===== config.mk =====
export PLATFORM = sky130hd
export DESIGN_NAME = sdram_sleep_seq
export DESIGN_NICKNAME = d
export VERILOG_FILES = /design/src/rtl/sleep_seq_pkg.sv /design/src/rtl/sleep_delay_ctr.sv /design/src/rtl/sleep_wake_hold.sv /design/src/rtl/sleep_cmd_reg.sv /design/src/rtl/sdram_sleep_seq.sv
export SDC_FILE = /design/constraint.sdc
export NUM_CORES = 1
export LEC_CHECK = 0
export BUFFER_PORTS_ARGS = -buffer_cell sky130_fd_sc_hd__buf_4
export CORE_UTILIZATION = 49
export CTS_BUF_LIST = sky130_fd_sc_hd__clkbuf_4
export DETAILED_ROUTE_END_ITERATION = 6
export PLACE_DENSITY_LB_ADDON = 0.15
export SLEW_MARGIN = 40
export SYNTH_ARGS = -nofsm -noshare
export SYNTH_HDL_FRONTEND = slang
export SYNTH_SLANG_ARGS = --single-unit

===== constraint.sdc =====
create_clock -name clk -period 1.9 [get_ports clk]
set_input_delay 0.475 -clock clk [delete_from_list [all_inputs] [get_ports clk]]
set_output_delay 0.475 -clock clk [all_outputs]
set_load 0.01 [all_outputs]

===== src/rtl/sleep_seq_pkg.sv =====
package sleep_seq_pkg;

  typedef enum logic [2:0] {
    ST_IDLE,
    ST_PRE_ALL,
    ST_WAIT_RP,
    ST_ENTER,
    ST_IN_SR,
    ST_EXIT,
    ST_WAIT_XSR,
    ST_DONE
  } seq_state_t;

  typedef struct packed {
    logic cs_n;
    logic ras_n;
    logic cas_n;
    logic we_n;
  } sdr_cmd_t;

  localparam sdr_cmd_t CMD_NOP       = '{cs_n: 1'b0, ras_n: 1'b1, cas_n: 1'b1, we_n: 1'b1};
  localparam sdr_cmd_t CMD_INHIBIT   = '{cs_n: 1'b1, ras_n: 1'b1, cas_n: 1'b1, we_n: 1'b1};
  localparam sdr_cmd_t CMD_PRECHARGE = '{cs_n: 1'b0, ras_n: 1'b0, cas_n: 1'b1, we_n: 1'b0};
  localparam sdr_cmd_t CMD_REFRESH   = '{cs_n: 1'b0, ras_n: 1'b0, cas_n: 1'b0, we_n: 1'b1};

  // Raise a cycle count to a minimum value.
  function automatic int unsigned floor_cycles(int unsigned v, int unsigned lo);
    return (v < lo) ? lo : v;
  endfunction

endpackage


===== src/rtl/sleep_delay_ctr.sv =====
module sleep_delay_ctr #(
  parameter int W = 4
) (
  input  logic         clk,
  input  logic         rst,
  input  logic         load,
  input  logic [W-1:0] load_val,
  output logic         zero
);

  logic [W-1:0] cnt;

  always_ff @(posedge clk) begin
    if (rst) begin
      cnt <= '0;
    end else if (load) begin
      cnt <= load_val;
    end else if (cnt != '0) begin
      cnt <= cnt - 1'b1;
    end
  end

  assign zero = (cnt == '0);

  // the count walks down by one and never wraps.
  a_r3_ctr_steps_down: assert property (@(posedge clk) disable iff (rst)
    (!$past(load) && ($past(cnt) != '0)) |-> (cnt == $past(cnt) - 1'b1));

  a_r7_ctr_holds_zero: assert property (@(posedge clk) disable iff (rst)
    (!$past(load) && ($past(cnt) == '0)) |-> (cnt == '0));

endmodule


===== src/rtl/sleep_wake_hold.sv =====
module sleep_wake_hold (
  input  logic clk,
  input  logic rst,
  input  logic capture_en,
  input  logic wake_req,
  input  logic clear,
  output logic pending
);

  always_ff @(posedge clk) begin
    if (rst || clear) begin
      pending <= 1'b0;
    end else if (capture_en && wake_req) begin
      pending <= 1'b1;
    end
  end

  // a captured wake stays held until it is cleared.
  a_r6_hold_until_clear: assert property (@(posedge clk) disable iff (rst)
    ($past(pending) && !$past(clear)) |-> pending);

endmodule


===== src/rtl/sleep_cmd_reg.sv =====
module sleep_cmd_reg
  import sleep_seq_pkg::*;
#(
  parameter int BA_W = 2
) (
  input  logic            clk,
  input  logic            rst,
  input  seq_state_t      nxt,
  output logic            cke,
  output sdr_cmd_t        cmd,
  output logic            a10,
  output logic [BA_W-1:0] ba,
  output logic            ready,
  output logic            restart
);

  logic     d_cke;
  sdr_cmd_t d_cmd;
  logic     d_a10;
  logic     d_done;

  always_comb begin
    d_cke  = 1'b1;
    d_cmd  = CMD_NOP;
    d_a10  = 1'b0;
    d_done = 1'b0;
    unique case (nxt)
      ST_PRE_ALL: begin
        d_cmd = CMD_PRECHARGE;
        d_a10 = 1'b1;
      end
      ST_ENTER: begin
        d_cke = 1'b0;
        d_cmd = CMD_REFRESH;
      end
      ST_IN_SR: begin
        d_cke = 1'b0;
        d_cmd = CMD_INHIBIT;
      end
      ST_DONE:  d_done = 1'b1;
      default: ;
    endcase
  end

  always_ff @(posedge clk) begin
    if (rst) begin
      cke     <= 1'b1;
      cmd     <= CMD_NOP;
      a10     <= 1'b0;
      ba      <= '0;
      ready   <= 1'b0;
      restart <= 1'b0;
    end else begin
      cke     <= d_cke;
      cmd     <= d_cmd;
      a10     <= d_a10;
      ba      <= '0;
      ready   <= d_done;
      restart <= d_done;
    end
  end

endmodule


===== src/rtl/sdram_sleep_seq.sv =====
module sdram_sleep_seq
  import sleep_seq_pkg::*;
#(
  parameter int unsigned RP_CYC  = 3,
  parameter int unsigned XSR_CYC = 10,
  parameter int          BA_W    = 2
) (
  input  logic            clk,
  input  logic            rst,
  input  logic            sleep_req,
  input  logic            wake_req,
  output logic            cke,
  output logic            cs_n,
  output logic            ras_n,
  output logic            cas_n,
  output logic            we_n,
  output logic            a10,
  output logic [BA_W-1:0] ba,
  output logic            dq_oe,
  output logic            ready,
  output logic            rtimer_restart
);

  localparam int unsigned RP_EFF  = floor_cycles(RP_CYC, 2);
  localparam int unsigned XSR_EFF = floor_cycles(XSR_CYC, 2);
  localparam int unsigned MAX_EFF = (RP_EFF > XSR_EFF) ? RP_EFF : XSR_EFF;
  localparam int          CW      = $clog2(MAX_EFF + 1);
  localparam logic [CW-1:0] RP_LOAD  = CW'(RP_EFF - 2);
  localparam logic [CW-1:0] XSR_LOAD = CW'(XSR_EFF - 2);

  seq_state_t state, nxt;
  logic       wait_zero;
  logic       wake_pend;
  logic       ctr_load;
  logic [CW-1:0] ctr_val;
  sdr_cmd_t   cmd;

  // One shared down-counter times both the precharge and the exit waits.
  assign ctr_load = (state == ST_PRE_ALL) || (state == ST_EXIT);
  assign ctr_val  = (state == ST_EXIT) ? XSR_LOAD : RP_LOAD;

  sleep_delay_ctr #(.W(CW)) delay_i (
    .clk      (clk),
    .rst      (rst),
    .load     (ctr_load),
    .load_val (ctr_val),
    .zero     (wait_zero)
  );

  sleep_wake_hold wake_i (
    .clk        (clk),
    .rst        (rst),
    .capture_en ((state == ST_PRE_ALL) || (state == ST_WAIT_RP) || (state == ST_ENTER)),
    .wake_req   (wake_req),
    .clear      (state == ST_EXIT),
    .pending    (wake_pend)
  );

  always_comb begin
    nxt = state;
    unique case (state)
      ST_IDLE:     if (sleep_req) nxt = ST_PRE_ALL;
      ST_PRE_ALL:  nxt = ST_WAIT_RP;
      ST_WAIT_RP:  if (wait_zero) nxt = ST_ENTER;
      ST_ENTER:    nxt = ST_IN_SR;
      ST_IN_SR:    if (wake_req || wake_pend) nxt = ST_EXIT;
      ST_EXIT:     nxt = ST_WAIT_XSR;
      ST_WAIT_XSR: if (wait_zero) nxt = ST_DONE;
      ST_DONE:     nxt = ST_IDLE;
      default:     nxt = ST_IDLE;
    endcase
  end

  always_ff @(posedge clk) begin
    if (rst) state <= ST_IDLE;
    else     state <= nxt;
  end

  sleep_cmd_reg #(.BA_W(BA_W)) out_i (
    .clk     (clk),
    .rst     (rst),
    .nxt     (nxt),
    .cke     (cke),
    .cmd     (cmd),
    .a10     (a10),
    .ba      (ba),
    .ready   (ready),
    .restart (rtimer_restart)
  );

  assign cs_n  = cmd.cs_n;
  assign ras_n = cmd.ras_n;
  assign cas_n = cmd.cas_n;
  assign we_n  = cmd.we_n;
  assign dq_oe = 1'b0;

  a_r2_precharge_all_banks: assert property (@(posedge clk) disable iff (rst)
    (cmd == CMD_PRECHARGE) |-> (a10 && cke));

  a_r3_refresh_after_quiet: assert property (@(posedge clk) disable iff (rst)
    (cmd == CMD_REFRESH) |-> ($past(cmd) == CMD_NOP && $past(cke)));

  a_r4_cke_falls_on_refresh: assert property (@(posedge clk) disable iff (rst)
    $fell(cke) |-> (cmd == CMD_REFRESH));

  a_r5_wake_raises_cke: assert property (@(posedge clk) disable iff (rst)
    (state == ST_IN_SR && wake_req) |=> cke);

  a_r6_pending_wake_acts: assert property (@(posedge clk) disable iff (rst)
    (state == ST_IN_SR && wake_pend) |=> (cke && cmd == CMD_NOP));

  a_r7_nop_on_rise: assert property (@(posedge clk) disable iff (rst)
    $rose(cke) |-> (cmd == CMD_NOP));

  a_r7_ready_single: assert property (@(posedge clk) disable iff (rst)
    ready |=> !ready);

  a_r8_restart_after_exit: assert property (@(posedge clk) disable iff (rst)
    rtimer_restart |-> ($past(cke) && $past(cmd) == CMD_NOP));

endmodule


-- After elaboration in Yosys (flattened, before gate mapping)
Cells that the tools add are included.
- add/sub/neg operators: 1
- equal/unequal tests: 11
- muxes and demuxes: 12
- reduce and logical (&&, ||, !) cells: 11
- operators by type and width (cell ; count):
    $pmux 3 s8 ; 1
    $eq 3x3->1 const B ; 6
    $mux 3 ; 4
    $mux 4 ; 3
    $pmux 4 s3 ; 1
    $eq 3x2->1 const B ; 3
    $eq 3x1->1 const B ; 2
    $logic_or 1x1->1 ; 5
    $logic_not 4->1 ; 1
    $reduce_bool 4->1 ; 1
    $sub 4x1->4 const B ; 1
    $logic_not 3->1 ; 1
    $mux 1 ; 3
    $reduce_bool 2->1 ; 1
    $reduce_or 2->1 ; 1
    $logic_and 1x1->1 ; 1
- bits in registers: 15
- output and inout bits: 11
- logic and storage cells: 45

-- Longest topological paths before layout
- depth in word-level cells: 6
- depth in mapped cells: 7

-- Modules after synthesis
Synthesis repeated with hierarchy kept, for this count alone.
- cells, all modules: 66
- area, all modules: 664.4 um^2
- modules (own cells, without submodules) (module ; instances ; cells an instance ; area each (um^2) ; seq. area each (um^2)):
    sleep_cmd_reg ; 1 ; 19 ; 229.0 ; 140.1
    sleep_delay_ctr ; 1 ; 24 ; 229.0 ; 80.1
    sdram_sleep_seq ; 1 ; 20 ; 167.7 ; 60.1
    sleep_wake_hold ; 1 ; 3 ; 38.8 ; 20.0

-- Worst setup path after synthesis
OpenSTA, ideal clock, no wires.
- kind: flip-flop to flip-flop
- start: register state[0]
- end: register out_i.cke
- library setup time: 128 ps
- data arrival time: 1738 ps
- required time: 1772 ps
- slack: 33 ps
- cell stages (with the launch flop): 7
- buffers on the path: 0
- period minus slack after synthesis: 1867 ps
- cell sequence: dfxtp_1 inv_1 ha_1 a2111oi_4 mux2i_1 and3b_1 mux2i_1
- longest elaborated chain between the ends: 5
- elaborated cells on any way between the ends: 17
- those cells by class: eq/ne (9); mux (6); reduce/logical (2)
- RTL lines (element ; RTL line ; text):
    start, declared ; sdram_sleep_seq.sv:31 ; seq_state_t state, nxt;
    start signal, assigned ; sdram_sleep_seq.sv:76 ; else state <= nxt;
    $eq 3x3->1 (tied with other cells) ; sdram_sleep_seq.sv:61 ; unique case (state)
    $pmux 3 s8 * ; sdram_sleep_seq.sv:61 ;
    $eq 3x2->1 or $eq 3x3->1 (tied branches) ; sleep_cmd_reg.sv:27 ; unique case (nxt)
    $reduce_or 2->1 (no line) * ; -- ;
    $mux 1 * ; sleep_cmd_reg.sv:27 ;
    end signal, assigned ; sleep_cmd_reg.sv:54 ; cke <= d_cke;
    end, declared ; sleep_cmd_reg.sv:9 ; output logic cke,
Every way passes the cells marked *; elsewhere a longest branch is shown, timed or not.
A chain may end at the register's enable or synchronous reset.

-- Worst setup path after layout
- start: register state[0]
- end: register out_i.cmd[3] (netlist name)
- longest elaborated chain between the ends: 4
- elaborated cells on any way between the ends: 17
- those cells by class: eq/ne (10); mux (6); reduce/logical (1)
- RTL lines (element ; RTL line):
    $eq 3x3->1 (tied with other cells) ; sdram_sleep_seq.sv:61
    $pmux 3 s8 * ; sdram_sleep_seq.sv:61
    $eq 3x3->1 (tied with other cells) ; sleep_cmd_reg.sv:27
    $pmux 4 s3 * ; sleep_cmd_reg.sv:27
Marked as above.

==> results_dict.tcl <==
set metrics [dict create \
    status "complete, no violations" \
    dp_hpwl_um 980 \
    yosys_register_bits 15 \
    layout.cells.non_filler 107 \
    dp_cells 102 \
    synthArstFlopShare 0 \
    finalInstanceArea_um2 872 \
    place_congestion 0.804 \
    ys_seq_area_frac 0.402 \
    hold_depth 2 \
    htree_levels 1 \
    pre_cts_slack_ns 0.0294 \
    die_h_um 41.0 \
    ant_nets 0 \
    synth.distinct_cells 34 \
    r2r_cells 6 \
    numCtsBuffers 3 \
    die-area_um2 1680 \
    period_share 0.951 \
    start_kind "register" \
    syn_area_per_cell_um2 9.70 \
    syn-cell-area_um2 747 \
    hold_violations 0 \
    min_path_type "primary input to register" \
    highest_layer "met3" \
    layout_min_cycle_time_ns 1.81 \
    path_delay_family "simple AND/OR/NAND/NOR gates" \
    cts_num_sinks 15 \
    grt_max_degree 12 \
    p_leak_nw 0.386 \
    grt_pass1_vias 434 \
    dpl_cell_area_um2 833 \
    final_nets 102 \
    fp.dieW_um 41.0 \
    min_from "rst" \
    clk_latency_ns 0.28 \
    syn_to_final_growth_pct 16.8 \
    fin_ws_ns 0.0927 \
    report.final.slew_viol_count 0 \
    cp_slowest_cell "a31oi_1" \
    initial_utilization 0.547 \
    root_buffer "clkbuf_4" \
    n_antenna_cell 0 \
    reg2reg_to "out_i.cmd[3]$_SDFF_PP0_" \
    first_pass_iters 4 \
    r2r-start "state[0]$_SDFF_PP0_" \
    whs_endpoint "wake_i.pending$_SDFFE_PP0P_" \
    critical_path_class "register to register" \
    cp_slowest_stage_delay_ns 0.40 \
    required_ns 2.12 \
    tritoncts "yes" \
    reg2reg_slack_ns 0.09 \
    crit_buf_inv 1 \
    holdWs_ns 0.439 \
    synth_flop_cell "dfxtp_1" \
    dr_wl_met2_um 629 \
    end_kind "register" \
    dr_wl_met3_um 62 \
    ys.warnings.count 0 \
    drive_gt1_frac 0.293 \
    synth-edff-count 0 \
    avgViaCountPerCell 5.44 \
    num_vias 582 \
    std_cell_rows 13 \
    clk_pin_slew_worst_paths_ns 0.09 \
    grt_pass1_wl_um 1790 \
    cp_cell_sequence "buf_4 -> ha_1 -> or2_0 -> a31oi_1 -> and3b_1 -> nor2b_1" \
    critPathMaxFanout 5 \
    irDropWorstVdd_v 0.000877 \
    drt-total-wl_um 1290 \
    cts_buffer_depth 2 \
    routedWlPerCell_um 12.0 \
    dr.first_iter.drc_count 10 \
    p_per_area_nw_per_um2 1640 \
    timing.fmax_mhz 553 \
    grt_use_total 0.169 \
    core_um2 1370 \
    crit_arrival_ns 2.03 \
    setup_viol 0 \
    port_buffers 11 \
    drc 0 \
    total_power_w 0.00143 \
    maxCapViolCount 0 \
    antenna_found_initial 0 \
    synth_cells 77 \
    wl_met1_um 594 \
    globalRouteOverflowTotal 0 \
    nFillCells 120 \
    top_level_ports 15 \
    finalClockSkew_ns 0.00243 \
]
cell type report:
cell class                      count  area (µm²)  area share
Clock inverter                      1        5.00     0.00574
Timing Repair Buffer               15         113       0.129
Sequential cell                    15         300       0.344
Multi-Input combinational cell     51         387       0.443
Clock buffer                        3        22.5      0.0258
Tap cell                           15        18.8      0.0215
Inverter                            7        26.3      0.0301
state kept, by name, indices dropped and copies added (netlist names):
signal	flops
state	3
wake_i.pending	1
out_i.a10	1
out_i.cmd	4
delay_i.cnt	4
out_i.ready	1
out_i.cke	1
timing repair:
item,in CTS,in global routing
setup endpoints to repair,0,5
hold buffers,0,0
hold endpoints to repair,0,0
buffers inserted,0,1
gates resized for setup,0,1
Yosys cell counts (all sizes together), types with 2 or more instances:
cell	n	area, µm²
nor2	5	18.8
a2111oi	2	36.3
o311ai	2	17.5
nor3	4	20.0
dfxtp	15	300
buf	5	41.3
nand2	5	18.8
ha	5	62.6
mux2i	2	20.0
inv	7	26.3
a211oi	2	15.0
nor2b	3	18.8
nand2b	2	12.5
kinds of logic (layout without fill, tap and decap cells):
group	after synthesis	count (layout)	synth area share
compound gates	12	12	0.159
xor+xnor	1	1	0.0117
fa+ha+maj	5	5	0.0838
buf+inv	13	26	0.0955
flops	15	15	0.402
mux	2	2	0.0268
other cells	1	3	0.00502
simple gates	28	28	0.216
report_power, final:
group | total (W) | switching (W) | internal, W
logic | 0.000783 | 0.000380 | 0.000403
registers | 0.000464 | 0.0000533 | 0.000411
clock network | 0.000181 | 0.000103 | 0.0000782
placed cells by master (no fill, tap or decap), drive strengths merged, types with 2 or more instances in the layout:
cell type | Yosys | routed
nand2 | 5 | 5
buf | 5 | 15
clkbuf | 1 | 3
ha | 5 | 5
inv | 7 | 7
o311ai | 2 | 2
nor2b | 3 | 3
nand2b | 2 | 2
nor2 | 5 | 5
nor3 | 4 | 4
dfxtp | 15 | 15
mux2i | 2 | 2
conb | 1 | 3
a211oi | 2 | 2
a2111oi | 2 | 2
worst max path at each step:
stage,startpoint,to,slack (ns),cells past startpoint
after floorplan,state[0]$_SDFF_PP0_,out_i.cke$_SDFF_PP1_,0.03,6
after global placement,state[1]$_SDFF_PP0_,out_i.cke$_SDFF_PP1_,0.12,6
after detailed placement,state[1]$_SDFF_PP0_,out_i.cke$_SDFF_PP1_,0.03,6
after CTS,state[1]$_SDFF_PP0_,out_i.cmd[3]$_SDFF_PP0_,0.01,6
after global routing,state[1]$_SDFF_PP0_,out_i.cmd[3]$_SDFF_PP0_,-0.009,6
final,state[0]$_SDFF_PP0_,out_i.cmd[3]$_SDFF_PP0_,0.09,6
metrics by stage:
| stage | utilization | setup TNS (ns) |
|---|---|---|
| after global routing | 0.638 | -0.00911 |
| after floorplan | - | 0 |
| after CTS | 0.630 | 0 |
| after detailed placement | 0.610 | 0 |
| final | 0.638 | 0 |
| after global placement | 0.610 | 0 |
layer usage:
metal	GRT usage	up-vias
met4	0.0250	0
li1	-	292
met3	0.0815	0
met1	0.195	277
met2	0.285	13
met5	0	-
(Power assumes the default switching activity.)
